--- src/rtl/kwdt_pkg.sv ---
package kwdt_pkg;
  localparam int unsigned IDX_W = 4;

  localparam logic [IDX_W-1:0] IX_FEED  = 4'h0;
  localparam logic [IDX_W-1:0] IX_TMO   = 4'h1;
  localparam logic [IDX_W-1:0] IX_DIS1  = 4'h2;
  localparam logic [IDX_W-1:0] IX_DIS2  = 4'h3;
  localparam logic [IDX_W-1:0] IX_STAT  = 4'h4;
  localparam logic [IDX_W-1:0] IX_CNT   = 4'h5;
  localparam logic [IDX_W-1:0] IX_DBG   = 4'h6;
  localparam logic [IDX_W-1:0] IX_RSTRT = 4'h7;
  localparam logic [IDX_W-1:0] IX_EVT   = 4'h8;
  localparam logic [IDX_W-1:0] IX_MASK  = 4'h9;
  localparam logic [IDX_W-1:0] IX_FORCE = 4'hA;

  localparam logic [15:0] K_FEED    = 16'hFEED;
  localparam logic [15:0] K_DIS1    = 16'h2BAD;
  localparam logic [15:0] K_DIS2    = 16'hCAFE;
  localparam logic [15:0] K_RESTART = 16'hACED;
  localparam logic [15:0] K_CLEAR   = 16'hE8B4;
  localparam logic [15:0] C_OFF     = 16'hDABE;
  localparam logic [15:0] C_EXPIRED = 16'hCFE8;
endpackage

--- src/rtl/kwdt_ctrl.sv ---
module kwdt_ctrl
  import kwdt_pkg::*;
#(
  parameter int unsigned CNT_W = 15,
  parameter int unsigned DEF_TIMEOUT = 6000
) (
  input  logic             clk,
  input  logic             rst,
  input  logic             wr_en,
  input  logic [IDX_W-1:0] idx,
  input  logic [15:0]      wdata,
  output logic             feed_hit,
  output logic             clr_hit,
  output logic             ack_hit,
  output logic             enabled,
  output logic             dbg_run,
  output logic             mask_q,
  output logic             force_q,
  output logic [CNT_W-1:0] timeout_q
);
  logic armed_q;
  logic dis1_hit, dis2_hit, restart_hit;

  always_comb begin
    feed_hit    = wr_en && idx == IX_FEED  && wdata == K_FEED;
    clr_hit     = wr_en && idx == IX_STAT  && wdata == K_CLEAR;
    ack_hit     = wr_en && idx == IX_EVT   && wdata[0];
    dis1_hit    = wr_en && idx == IX_DIS1  && wdata == K_DIS1;
    dis2_hit    = wr_en && idx == IX_DIS2  && wdata == K_DIS2 && armed_q;
    restart_hit = wr_en && idx == IX_RSTRT && wdata == K_RESTART;
  end

  always_ff @(posedge clk) begin
    if (rst) begin
      armed_q   <= 1'b0;
      enabled   <= 1'b0;
      dbg_run   <= 1'b0;
      mask_q    <= 1'b0;
      force_q   <= 1'b0;
      timeout_q <= CNT_W'(DEF_TIMEOUT);
    end else if (wr_en) begin
      armed_q <= dis1_hit;
      if (dis2_hit) enabled <= 1'b0;
      else if (restart_hit) enabled <= 1'b1;
      if (idx == IX_TMO)   timeout_q <= wdata[CNT_W-1:0];
      if (idx == IX_DBG)   dbg_run   <= wdata[0];
      if (idx == IX_MASK)  mask_q    <= wdata[0];
      if (idx == IX_FORCE) force_q   <= wdata[0];
    end
  end


  disarm_only_by_key_chk: assert property (@(posedge clk) disable iff (rst)
    $fell(enabled) |-> $past(armed_q));
endmodule

--- src/rtl/kwdt_counter.sv ---
module kwdt_counter #(
  parameter int unsigned CNT_W = 15,
  parameter int unsigned DEF_TIMEOUT = 6000
) (
  input  logic             clk,
  input  logic             rst,
  input  logic             tick,
  input  logic             running,
  input  logic             feed,
  input  logic             clr,
  input  logic [CNT_W-1:0] timeout,
  output logic [CNT_W-1:0] count,
  output logic             expired_q,
  output logic             warn,
  output logic             reset_req
);
  logic step, at_zero;

  always_comb begin
    step    = tick && running && !feed;
    at_zero = count == '0;
    warn    = step && count == CNT_W'(1);
  end

  always_ff @(posedge clk) begin
    if (rst) begin
      count     <= CNT_W'(DEF_TIMEOUT);
      expired_q <= 1'b0;
      reset_req <= 1'b0;
    end else begin
      reset_req <= step && at_zero;
      if (feed) count <= timeout;
      else if (step) count <= at_zero ? timeout : count - 1'b1;
      if (step && at_zero) expired_q <= 1'b1;
      else if (clr) expired_q <= 1'b0;
    end
  end


  step_down_chk: assert property (@(posedge clk) disable iff (rst)
    (step && !at_zero) |=> count == $past(count) - 1'b1);

  req_has_status_chk: assert property (@(posedge clk) disable iff (rst)
    reset_req |-> expired_q);

  status_sticky_chk: assert property (@(posedge clk) disable iff (rst)
    (expired_q && !clr) |=> expired_q);
endmodule

--- src/rtl/kwdt_irq.sv ---
module kwdt_irq (
  input  logic clk,
  input  logic rst,
  input  logic warn,
  input  logic force_q,
  input  logic ack,
  input  logic mask_q,
  output logic evt_q,
  output logic irq
);
  always_ff @(posedge clk) begin
    if (rst) begin
      evt_q <= 1'b0;
      irq   <= 1'b0;
    end else begin
      if (warn || force_q) evt_q <= 1'b1;
      else if (ack) evt_q <= 1'b0;
      irq <= evt_q && mask_q;
    end
  end


  evt_source_chk: assert property (@(posedge clk) disable iff (rst)
    $rose(evt_q) |-> $past(warn || force_q));

  force_holds_chk: assert property (@(posedge clk) disable iff (rst)
    force_q |=> evt_q);
endmodule

--- src/rtl/kwdt_top.sv ---
module kwdt_top
  import kwdt_pkg::*;
#(
  parameter int unsigned ADDR_W = 6,
  parameter int unsigned CNT_W = 15,
  parameter int unsigned DEF_TIMEOUT = 6000
) (
  input  logic              clk,
  input  logic              rst,
  input  logic              tick,
  input  logic              dbg_mode,
  input  logic              wr_en,
  input  logic [ADDR_W-1:0] addr,
  input  logic [15:0]       wdata,
  output logic [15:0]       rdata,
  output logic              irq,
  output logic              reset_req
);
  logic [IDX_W-1:0] idx;
  logic feed_hit, clr_hit, ack_hit, enabled, dbg_run, mask_q, force_q;
  logic expired_q, warn, evt_q, running;
  logic [CNT_W-1:0] timeout_q, count;
  logic [15:0] rd_next, cnt_word;

  assign idx = addr[IDX_W+1:2];

  kwdt_ctrl #(.CNT_W(CNT_W), .DEF_TIMEOUT(DEF_TIMEOUT)) ctrl_i (
    .clk(clk), .rst(rst), .wr_en(wr_en), .idx(idx), .wdata(wdata),
    .feed_hit(feed_hit), .clr_hit(clr_hit), .ack_hit(ack_hit),
    .enabled(enabled), .dbg_run(dbg_run), .mask_q(mask_q),
    .force_q(force_q), .timeout_q(timeout_q));

  assign running = enabled && (!dbg_mode || dbg_run);

  kwdt_counter #(.CNT_W(CNT_W), .DEF_TIMEOUT(DEF_TIMEOUT)) cnt_i (
    .clk(clk), .rst(rst), .tick(tick), .running(running), .feed(feed_hit),
    .clr(clr_hit), .timeout(timeout_q), .count(count),
    .expired_q(expired_q), .warn(warn), .reset_req(reset_req));

  kwdt_irq irq_i (
    .clk(clk), .rst(rst), .warn(warn), .force_q(force_q), .ack(ack_hit),
    .mask_q(mask_q), .evt_q(evt_q), .irq(irq));

  always_comb begin
    cnt_word = '0;
    cnt_word[CNT_W-1:0] = count;
    cnt_word[15] = tick && running;
    rd_next = '0;
    case (idx)
      IX_TMO:   rd_next[CNT_W-1:0] = timeout_q;
      IX_DIS2:  rd_next = enabled ? 16'h0000 : C_OFF;
      IX_STAT:  rd_next = expired_q ? C_EXPIRED : 16'h0000;
      IX_CNT:   rd_next = cnt_word;
      IX_DBG:   rd_next[1:0] = {dbg_mode, dbg_run};
      IX_EVT:   rd_next[0] = evt_q;
      IX_MASK:  rd_next[0] = mask_q;
      IX_FORCE: rd_next[0] = force_q;
      default:  rd_next = '0;
    endcase
  end

  always_ff @(posedge clk) begin
    if (rst) rdata <= '0;
    else rdata <= rd_next;
  end


  req_single_pulse_chk: assert property (@(posedge clk) disable iff (rst)
    (reset_req && !tick) |=> !reset_req);
endmodule

--- config.mk ---
export PLATFORM = sky130hd
export DESIGN_NAME = kwdt_top
export DESIGN_NICKNAME = d
export VERILOG_FILES = /design/src/rtl/kwdt_pkg.sv /design/src/rtl/kwdt_ctrl.sv /design/src/rtl/kwdt_counter.sv /design/src/rtl/kwdt_irq.sv /design/src/rtl/kwdt_top.sv
export SDC_FILE = /design/constraint.sdc
export NUM_CORES = 1
export LEC_CHECK = 0
export BUFFER_PORTS_ARGS = -buffer_cell sky130_fd_sc_hd__buf_2
export CAP_MARGIN = 5
export CORE_UTILIZATION = 40
export CTS_CLUSTER_DIAMETER = 150
export DETAILED_ROUTE_END_ITERATION = 7
export SETUP_SLACK_MARGIN = 0.15
export SYNTH_ARGS = -nofsm -noshare
export SYNTH_HDL_FRONTEND = slang
export SYNTH_SLANG_ARGS = --single-unit
export TNS_END_PERCENT = 30
--- constraint.sdc ---
create_clock -name clk -period 3.3 [get_ports clk]
set_clock_uncertainty 0.05 [all_clocks]
set_input_delay 0.495 -clock clk [delete_from_list [all_inputs] [get_ports clk]]
set_output_delay 0.495 -clock clk [all_outputs]
set_load 0.02 [all_outputs]
==> flow_metrics.env, run 1 <==
export IMPL_grt_max_degree=36
export IMPL_fin_setup_tns_ns=0
export IMPL_core_um2=6830
export IMPL_die_h_um=86.4
export IMPL_yosysWarningCount=0
export IMPL_grt_pass1_wl_mm=13.1
export IMPL_finalCriticalPeriod_ns=2.56
export IMPL_grt_total_usage=0.230
export IMPL_drtIter0Drc=202
export IMPL_reg2reg_from="cnt_i.count[0]"
export IMPL_rr_worst_depth=7
export IMPL_leakage_uw=0.00117
export IMPL_crit_type="flip-flop to flip-flop"
export IMPL_gp_congestion=0.927
export IMPL_layout_setup_ws_ns=0.739
export IMPL_postCtsSetupBuffers=0
export IMPL_grt_pass1_vias=2550
export IMPL_totalWireLength_mm=8.12
export IMPL_slowest_stage="or2_2"
export IMPL_cts_resized=0
export IMPL_syn_to_final_growth_pct=11.8
export IMPL_syn_cell_area_um2=2850
export IMPL_final_hold_viol_count=0
export IMPL_status="completed"
export IMPL_core_rowCount=30
export IMPL_p_per_area_nw_per_um2=356
export IMPL_synthFlopType="dfxtp_1"
export IMPL_post_dp_hpwl_mm=5.99
export IMPL_min_to="ctrl_i.timeout_q[2]"
export IMPL_drv_cap=0
export IMPL_worstPathArrival_ns=2.77
export IMPL_peakVddDrop_mv=0.125
export IMPL_dp_slack_ns=0.789
export IMPL_cp_end_kind="flip-flop"
export IMPL_clock_latency_ns=0.31
export IMPL_num_vias=2695
export IMPL_vias_per_cell=5.78
export IMPL_start_kind="flip-flop"
export IMPL_drive_gt1_frac=0.192
export IMPL_synth_edf_count=0
export IMPL_grt_antenna_before_repair=0
export IMPL_cts_buffers=5
export IMPL_slew_headroom=0.521
export IMPL_cts_tree="done"
export IMPL_clk_pin_slew_ns=0.10
export IMPL_h_tree_depth=2
export IMPL_io_buffers=42
export IMPL_rr_endpoint="cnt_i.count[11]"
export IMPL_ioPinCount=45
export IMPL_synth_area_per_cell_um2=8.44
export IMPL_slew_violations=0
export IMPL_ys_types=62
export IMPL_ys_seq_area_frac=0.386
export IMPL_async_flop_share=0
export IMPL_antenna_left=0
export IMPL_holdBufCountCts=0
export IMPL_initial_core_util=0.417
export IMPL_syn_inst=338
export IMPL_clockBufferDepth=2
export IMPL_max_freq_ghz=0.391
export IMPL_slowest_delay_ns=0.52
export IMPL_cp_startpoint="cnt_i.count[0]"
export IMPL_die_w_um=86.4
export IMPL_grt_overflow_total=0
export IMPL_clock_sinks=55
export IMPL_first_pass_iters=4
export IMPL_tightest_slew_ns=0.719
export IMPL_critPathRequiredTime_ns=3.51
export IMPL_rsz0062_at_grt="false"
export IMPL_hp_class="primary input to flip-flop"
export IMPL_clockRootBuffer="clkbuf_8"
export IMPL_holdPathStages=3
export IMPL_die_area_um2=7470
export IMPL_fin_crit_sh=0.776
export IMPL_reg2reg_slack_ns=0.74
export IMPL_drc_errors=0
export IMPL_ys_seq_elements=55
export IMPL_layout_nets=399
export IMPL_path_max_fanout=11
export IMPL_path_cells="inv_1 -> ha_1 -> nor4b_2 -> nand4_1 -> or2_2 -> a21oi_4 -> a221o_1"
export IMPL_synth_nets=368
export IMPL_finalSetupViolCount=0
export IMPL_wl_per_cell_um=17.4
export IMPL_hold_start="wdata[2]"
export IMPL_antenna_cells=0
## routing by layer
metal	GRT usage	vias to the layer above	wire length [µm]
met5	0	-	0
met4	0.0545	0	70
met3	0.0314	7	521
met2	0.374	93	3800
met1	0.323	1279	3720
li1	-	1316	-
## power by group
part,switching [µW],internal [µW]
clock,222,146
sequential,3.41,669
combinational,61.4,32.8
## worst max-delay path by stage
stage	endpoint	slack (ns)
2_1_floorplan	cnt_i.count[11]	1.18
3_3_place_gp	cnt_i.count[11]	0.79
3_5_place_dp	cnt_i.count[11]	0.79
4_1_cts	cnt_i.count[11]	0.75
5_1_grt	cnt_i.count[11]	0.59
6_report	cnt_i.count[11]	0.74
## cell type report
type | count | area (µm²)
fill | 706 | 3640
multi-input combinational | 251 | 1600
tap | 96 | 120
clock inverter | 3 | 15.0
sequential | 55 | 1100
inverter | 9 | 33.8
clock buffer | 5 | 68.8
timing repair buffer | 47 | 248
## cell usage in the layout (no fill, tap or decap), drive strengths merged, types with 8 or more instances in the layout
cell	n
nand2	38
buf	47
dfxtp	55
nand4	10
nand3	13
nor2	24
inv	9
a211o	10
nor3	8
a21oi	32
a22oi	15
## sequential cells by signal, summed over array words and instances (netlist names)
register	cells
ctrl_i.enabled	1
cnt_i.expired_q	1
rdata	16
cnt_i.count	15
irq_i.evt_q	1
ctrl_i.armed_q	1
ctrl_i.mask_q	1
ctrl_i.timeout_q	15
ctrl_i.dbg_run	1
cnt_i.reset_req	1
ctrl_i.force_q	1
irq_i.irq	1
## Yosys cell counts, types with 8 or more instances
library cell,count,area share
a22oi_1,15,0.039
a211o_1,9,0.028
nor3_1,8,0.014
clkbuf_1,13,0.017
inv_1,9,0.012
dfxtp_1,55,0.39
a21oi_1,31,0.054
nor2_1,24,0.032
nand4_1,9,0.020
nand3_1,12,0.021
nand2_1,38,0.050
## critical path, delay by kind of cell, from the launching register on
kind            cells  cell delay, ns
compound gates      2            0.52
fa+ha+maj           1            0.15
buf+inv             1            0.14
flops               1            0.41
simple gates        3            1.25
## stage by stage
step | total power (µW) | std cells | cell area [µm²] | util | hold slack (ns)
after floorplan | 739 | 338 | 2850 | - | 0.372
after global placement | 781 | 458 | 3110 | 0.455 | 0.401
after detailed placement | 780 | 458 | 3110 | 0.455 | 0.399
after CTS | 1140 | 466 | 3190 | 0.467 | 0.389
after global routing | 1180 | 466 | 3190 | 0.467 | 0.403
final | 1130 | 466 | 3190 | 0.467 | 0.397
## cell families after synthesis
kind of cell,share of synthesized area
AND/OR/NAND/NOR,0.289
AO/OA/AOI/OAI,0.241
flip-flops,0.386
buffers and inverters,0.0535
multiplexers,0.0140
adder cells (fa/ha/maj),0.0132
XOR/XNOR,0.00307
Note: power is estimated with default switching activity, not from simulation.
==> run 2: changes to the inputs <==
==> constraint.sdc (replaced) <==
create_clock -name clk -period 2.4 [get_ports clk]
set_clock_uncertainty 0.05 [all_clocks]
set_input_delay 0.36 -clock clk [delete_from_list [all_inputs] [get_ports clk]]
set_output_delay 0.36 -clock clk [all_outputs]
set_load 0.02 [all_outputs]
==> flow_metrics.env, run 2 (synthesized netlist as in run 1, its figures left out) <==
export IMPL_status="completed"
export IMPL_p_per_area_nw_per_um2=505
export IMPL_die_w_um=86.4
export IMPL_die_area_um2=7470
export IMPL_grt_antenna_before_repair=0
export IMPL_tightest_slew_ns=0.600
export IMPL_grt_total_usage=0.247
export IMPL_num_vias=2861
export IMPL_drc_errors=0
export IMPL_grt_pass1_vias=2714
export IMPL_h_tree_depth=2
export IMPL_core_rowCount=30
export IMPL_totalWireLength_mm=8.55
export IMPL_wl_per_cell_um=17.6
export IMPL_layout_commonest_cell="dfxtp_1"
export IMPL_slew_violations=0
export IMPL_reg_top3="rdata x16, cnt_i.count x15, ctrl_i.timeout_q x15"
export IMPL_gp_congestion=0.951
export IMPL_cp_startpoint="cnt_i.count[1]"
export IMPL_hold_start="wdata[7]"
export IMPL_cts_buffers=5
export IMPL_core_um2=6830
export IMPL_holdBufCountCts=0
export IMPL_top_register="rdata"
export IMPL_path_max_fanout=7
export IMPL_hp_class="primary input to flip-flop"
export IMPL_drtIter0Drc=122
export IMPL_post_dp_hpwl_mm=6.45
export IMPL_ioPinCount=45
export IMPL_use_met3=0.0429
export IMPL_final_hold_viol_count=0
export IMPL_slew_headroom=0.597
export IMPL_grt_busiest_layer="met2"
export IMPL_vias_per_cell=5.87
export IMPL_fin_setup_tns_ns=0
export IMPL_fin_crit_sh=0.899
export IMPL_cts_tree="done"
export IMPL_finalCriticalPeriod_ns=2.16
export IMPL_drive_gt1_frac=0.235
export IMPL_dp_slack_ns=0.177
export IMPL_clock_latency_ns=0.33
export IMPL_clock_sinks=55
export IMPL_grt_overflow_total=0
export IMPL_largest_reg_flops=16
export IMPL_fillCellCount=719
export IMPL_worstPathArrival_ns=2.34
export IMPL_antenna_left=0
export IMPL_syn_to_final_growth_pct=18.6
export IMPL_peakVddDrop_mv=0.236
export IMPL_first_pass_iters=4
export IMPL_clockRootBuffer="clkbuf_8"
export IMPL_initial_core_util=0.417
export IMPL_met1_usage=0.322
export IMPL_layout_nets=420
export IMPL_use_met2=0.416
export IMPL_max_freq_ghz=0.463
export IMPL_io_buffers=42
export IMPL_die_h_um=86.4
export IMPL_leakage_uw=0.00128
export IMPL_finalSetupViolCount=0
export IMPL_clockBufferDepth=2
export IMPL_start_kind="flip-flop"
export IMPL_cp_end_kind="flip-flop"
export IMPL_layout_setup_ws_ns=0.241
export IMPL_reg2reg_from="cnt_i.count[1]"
export IMPL_critPathRequiredTime_ns=2.58
export IMPL_rsz0062_at_grt="true"
export IMPL_crit_type="flip-flop to flip-flop"
export IMPL_grt_max_degree=29
export IMPL_grt_pass1_wl_mm=14.0
export IMPL_final_cell_mix="dfxtp_1, buf_2, nand2_1"
export IMPL_antenna_cells=0
export IMPL_drv_cap=0
export IMPL_clk_pin_slew_ns=0.11
## run 2: cell count changes in the layout (fill, tap and decap cells not counted), sizes merged
cell      delta
buf         +21
bufinv       +1
clkinv       -3
clkinvlp     +1
inv          +1
## run 2: cell type report
| cell class | count | area [µm²] | share of cell area |
|---|---|---|---|
| sequential | 55 | 1100 | 0.326 |
| inverter | 9 | 33.8 | 0.00999 |
| timing repair buffer | 68 | 405 | 0.120 |
| multi-input combinational | 251 | 1610 | 0.475 |
| clock buffer | 5 | 68.8 | 0.0204 |
| clock inverter | 3 | 46.3 | 0.0137 |
| tap | 96 | 120 | 0.0355 |
## run 2: repair_timing
item | in CTS | in global routing
gates resized for setup | 0 | 1
buffers inserted | 0 | 3
pin swaps | 1 | 2
endpoints found under the setup margin | 1 | 10
## run 2: stage by stage
| stage | total power, µW | hold slack (ns) | instances | utilization | area [µm²] |
|---|---|---|---|---|---|
| after floorplan | 1020 | 0.372 | 338 | - | 2850 |
| after CTS | 1720 | 0.239 | 484 | 0.491 | 3360 |
| after global routing | 1770 | 0.236 | 487 | 0.495 | 3380 |
| after global placement | 1080 | 0.396 | 476 | 0.474 | 3240 |
| final | 1710 | 0.246 | 487 | 0.495 | 3380 |
| after detailed placement | 1080 | 0.395 | 476 | 0.474 | 3240 |
## run 2: final timing paths
path | endpoint | slack, ns | cells past startpoint
worst max-delay path | cnt_i.count[8] | 0.24 | 8
worst min-delay path | ctrl_i.timeout_q[7] | 0.25 | 3
worst max register to register | cnt_i.count[8] | 0.24 | 8
worst min register to register | irq_i.irq | 0.41 | 2
## run 2: critical path, stage by stage, from the launching register on
cell,delay (ns)
dfxtp_1,0.38
inv_1,0.14
ha_1,0.16
nor4b_2,0.27
nand4_1,0.25
buf_4,0.25
nand2_1,0.11
nor3_1,0.08
a2111o_1,0.38
## run 2: routing by layer
metal,routed length [µm],part of all wire
met5,0,0
met4,165,0.019
met3,579,0.068
met2,4100,0.48
met1,3700,0.43
## run 2: power by group
| group | switching, µW | internal (µW) | total [µW] |
|---|---|---|---|
| clock network | 329 | 315 | 644 |
| registers | 4.78 | 920 | 924 |
| logic | 87.2 | 51.2 | 138 |
| total | 421 | 1290 | 1710 |
==> run 3: changes to the inputs <==
--- a/config.mk
+++ b/config.mk
@@ -7,9 +7,10 @@
 export LEC_CHECK = 0
 export BUFFER_PORTS_ARGS = -buffer_cell sky130_fd_sc_hd__buf_2
 export CAP_MARGIN = 5
-export CORE_UTILIZATION = 40
+export CORE_UTILIZATION = 50
 export CTS_CLUSTER_DIAMETER = 150
 export DETAILED_ROUTE_END_ITERATION = 7
+export PLACE_DENSITY = 0.72
 export SETUP_SLACK_MARGIN = 0.15
 export SYNTH_ARGS = -nofsm -noshare
 export SYNTH_HDL_FRONTEND = slang
==> flow_metrics.env, run 3 (synthesized netlist as in run 1, its figures left out) <==
export IMPL_cp_end_kind="flip-flop"
export IMPL_syn_to_final_growth_pct=16.0
export IMPL_grt_max_degree=26
export IMPL_top_register="rdata"
export IMPL_fillCellCount=509
export IMPL_multi_input_area_um2=1610
export IMPL_postPlaceCellArea_um2=3180
export IMPL_drive_gt1_frac=0.227
export IMPL_vias_per_cell=6.39
export IMPL_ioPinCount=45
export IMPL_die_w_um=77.5
export IMPL_fin_setup_tns_ns=0
export IMPL_utilization=0.601
export IMPL_crit_type="flip-flop to flip-flop"
export IMPL_finalSetupViolCount=0
export IMPL_dp_cells=448
export IMPL_core_rowCount=27
export IMPL_gp_congestion=0.976
export IMPL_layout_nets=416
export IMPL_core_um2=5510
export IMPL_grt_antenna_before_repair=0
export IMPL_clock_latency_ns=0.32
export IMPL_share_comb_of_total_power=0.085
export IMPL_cts_buffers=5
export IMPL_antenna_cells=0
export IMPL_reg_top3="rdata x16, cnt_i.count x15, ctrl_i.timeout_q x15"
export IMPL_fin_crit_sh=0.892
export IMPL_status="completed"
export IMPL_pwr_share_clk=0.342
export IMPL_num_vias=2932
export IMPL_clockBufferDepth=2
export IMPL_die_h_um=77.5
export IMPL_slowest_stage="a2111o_1"
export IMPL_die_area_um2=6010
export IMPL_fin_hold_ws_ns=0.241
export IMPL_first_pass_iters=5
export IMPL_leakage_uw=0.00127
export IMPL_slew_headroom=0.554
export IMPL_rsz0062_at_grt="true"
export IMPL_grt_overflow_total=0
export IMPL_totalWireLength_mm=8.30
export IMPL_tightest_slew_ns=0.664
export IMPL_clockRootBuffer="clkbuf_8"
export IMPL_seq_area_um2=1100
export IMPL_io_buffers=42
export IMPL_critPathRequiredTime_ns=2.57
export IMPL_path_cells="inv_1 -> ha_1 -> nor4b_4 -> nand4_1 -> buf_4 -> nand2_1 -> nor3_1 -> a2111o_1"
export IMPL_drv_cap=0
export IMPL_grt_pass1_vias=2783
export IMPL_grt_pass1_wl_mm=13.9
export IMPL_switchingPower_uw=427
export IMPL_h_tree_depth=2
export IMPL_clock_sinks=55
export IMPL_worstPathArrival_ns=2.31
export IMPL_final_hold_viol_count=0
export IMPL_layout_commonest_cell="dfxtp_1"
export IMPL_max_freq_ghz=0.467
export IMPL_wl_per_cell_um=18.1
export IMPL_fin_area_um2=3310
export IMPL_hp_class="primary input to flip-flop"
export IMPL_largest_reg_flops=16
export IMPL_slowest_delay_ns=0.40
export IMPL_grt_total_usage=0.298
export IMPL_slew_violations=0
export IMPL_seqPwrFrac=0.573
export IMPL_drtIter0Drc=284
export IMPL_peakVddDrop_mv=0.292
export IMPL_post_dp_hpwl_mm=6.14
export IMPL_path_max_fanout=7
export IMPL_clk_pin_slew_ns=0.11
export IMPL_finalCriticalPeriod_ns=2.14
export IMPL_start_kind="flip-flop"
export IMPL_drc_errors=0
export IMPL_antenna_left=0
export IMPL_swShare=0.265
export IMPL_p_per_area_nw_per_um2=488
export IMPL_initial_core_util=0.518
export IMPL_final_cell_mix="dfxtp_1, buf_2, nand2_1"
export IMPL_cts_tree="done"
export IMPL_p_int_uw=1190
export IMPL_stdcell_count=459
[run 3: cell count changes in the layout (fill, tap and decap cells not counted)]
cell       delta
buf_4         -4
nor4b_2       -1
or2_4         -1
nor4b_4       +1
bufinv_16     -1
clkinv_4      +1
inv_8         +1
inv_6         -1
or2_2         +1
[run 3: metrics by stage]
| step | worst slack (ns) | total power (µW) |
|---|---|---|
| floorplan | 0.417 | 1020 |
| detailed placement | 0.224 | 1080 |
| CTS | 0.189 | 1620 |
| global placement | 0.221 | 1080 |
| global route | 0.0913 | 1680 |
| finish | 0.259 | 1610 |
[run 3: per-layer routing]
metal | track usage | up-vias | part of all wire
met1 | 0.374 | 1407 | 0.42
met4 | 0.126 | 0 | 0.029
met2 | 0.497 | 147 | 0.48
li1 | - | 1357 | -
met5 | 0 | - | 0
met3 | 0.0576 | 21 | 0.070
[run 3: repair_timing]
item / CTS / global route
hold buffers: 0 / 0
endpoints found under the setup margin: 0 / 14
buffers inserted: 0 / 3
resized for setup: 0 / 1
[run 3: cell type report]
| cell class | count | area share |
|---|---|---|
| inverters | 9 | 0.0102 |
| well taps | 72 | 0.0272 |
| clock buffers | 5 | 0.0208 |
| repair buffers | 64 | 0.113 |
| flip-flops and latches | 55 | 0.333 |
| multi-input cells | 251 | 0.487 |
| clock inverters | 3 | 0.00832 |
[run 3: final timing paths]
path	endpoint	slack, ns	start	cells past startpoint
setup / recovery	cnt_i.count[8]	0.26	cnt_i.count[1]	8
hold / removal	ctrl_i.timeout_q[7]	0.24	wdata[7]	3
setup reg to reg	cnt_i.count[8]	0.26	cnt_i.count[1]	8
hold reg to reg	irq_i.irq	0.41	ctrl_i.mask_q	2
[run 3: power by group through the flow]
stage | clock network [µW] | logic (µW) | registers (µW)
6_report | 552 | 137 | 925
5_1_grt | 604 | 149 | 926
4_1_cts | 557 | 134 | 924
3_5_place_dp | 0 | 134 | 945
3_3_place_gp | 0 | 134 | 945
2_1_floorplan | 0 | 69.5 | 947
[run 3: critical path, delay by kind of cell (launching register included)]
kind,cells,cell delay [ns]
compound gates,1,0.40
fa+ha+maj,1,0.18
buf+inv,2,0.37
flops,1,0.37
simple gates,4,0.69
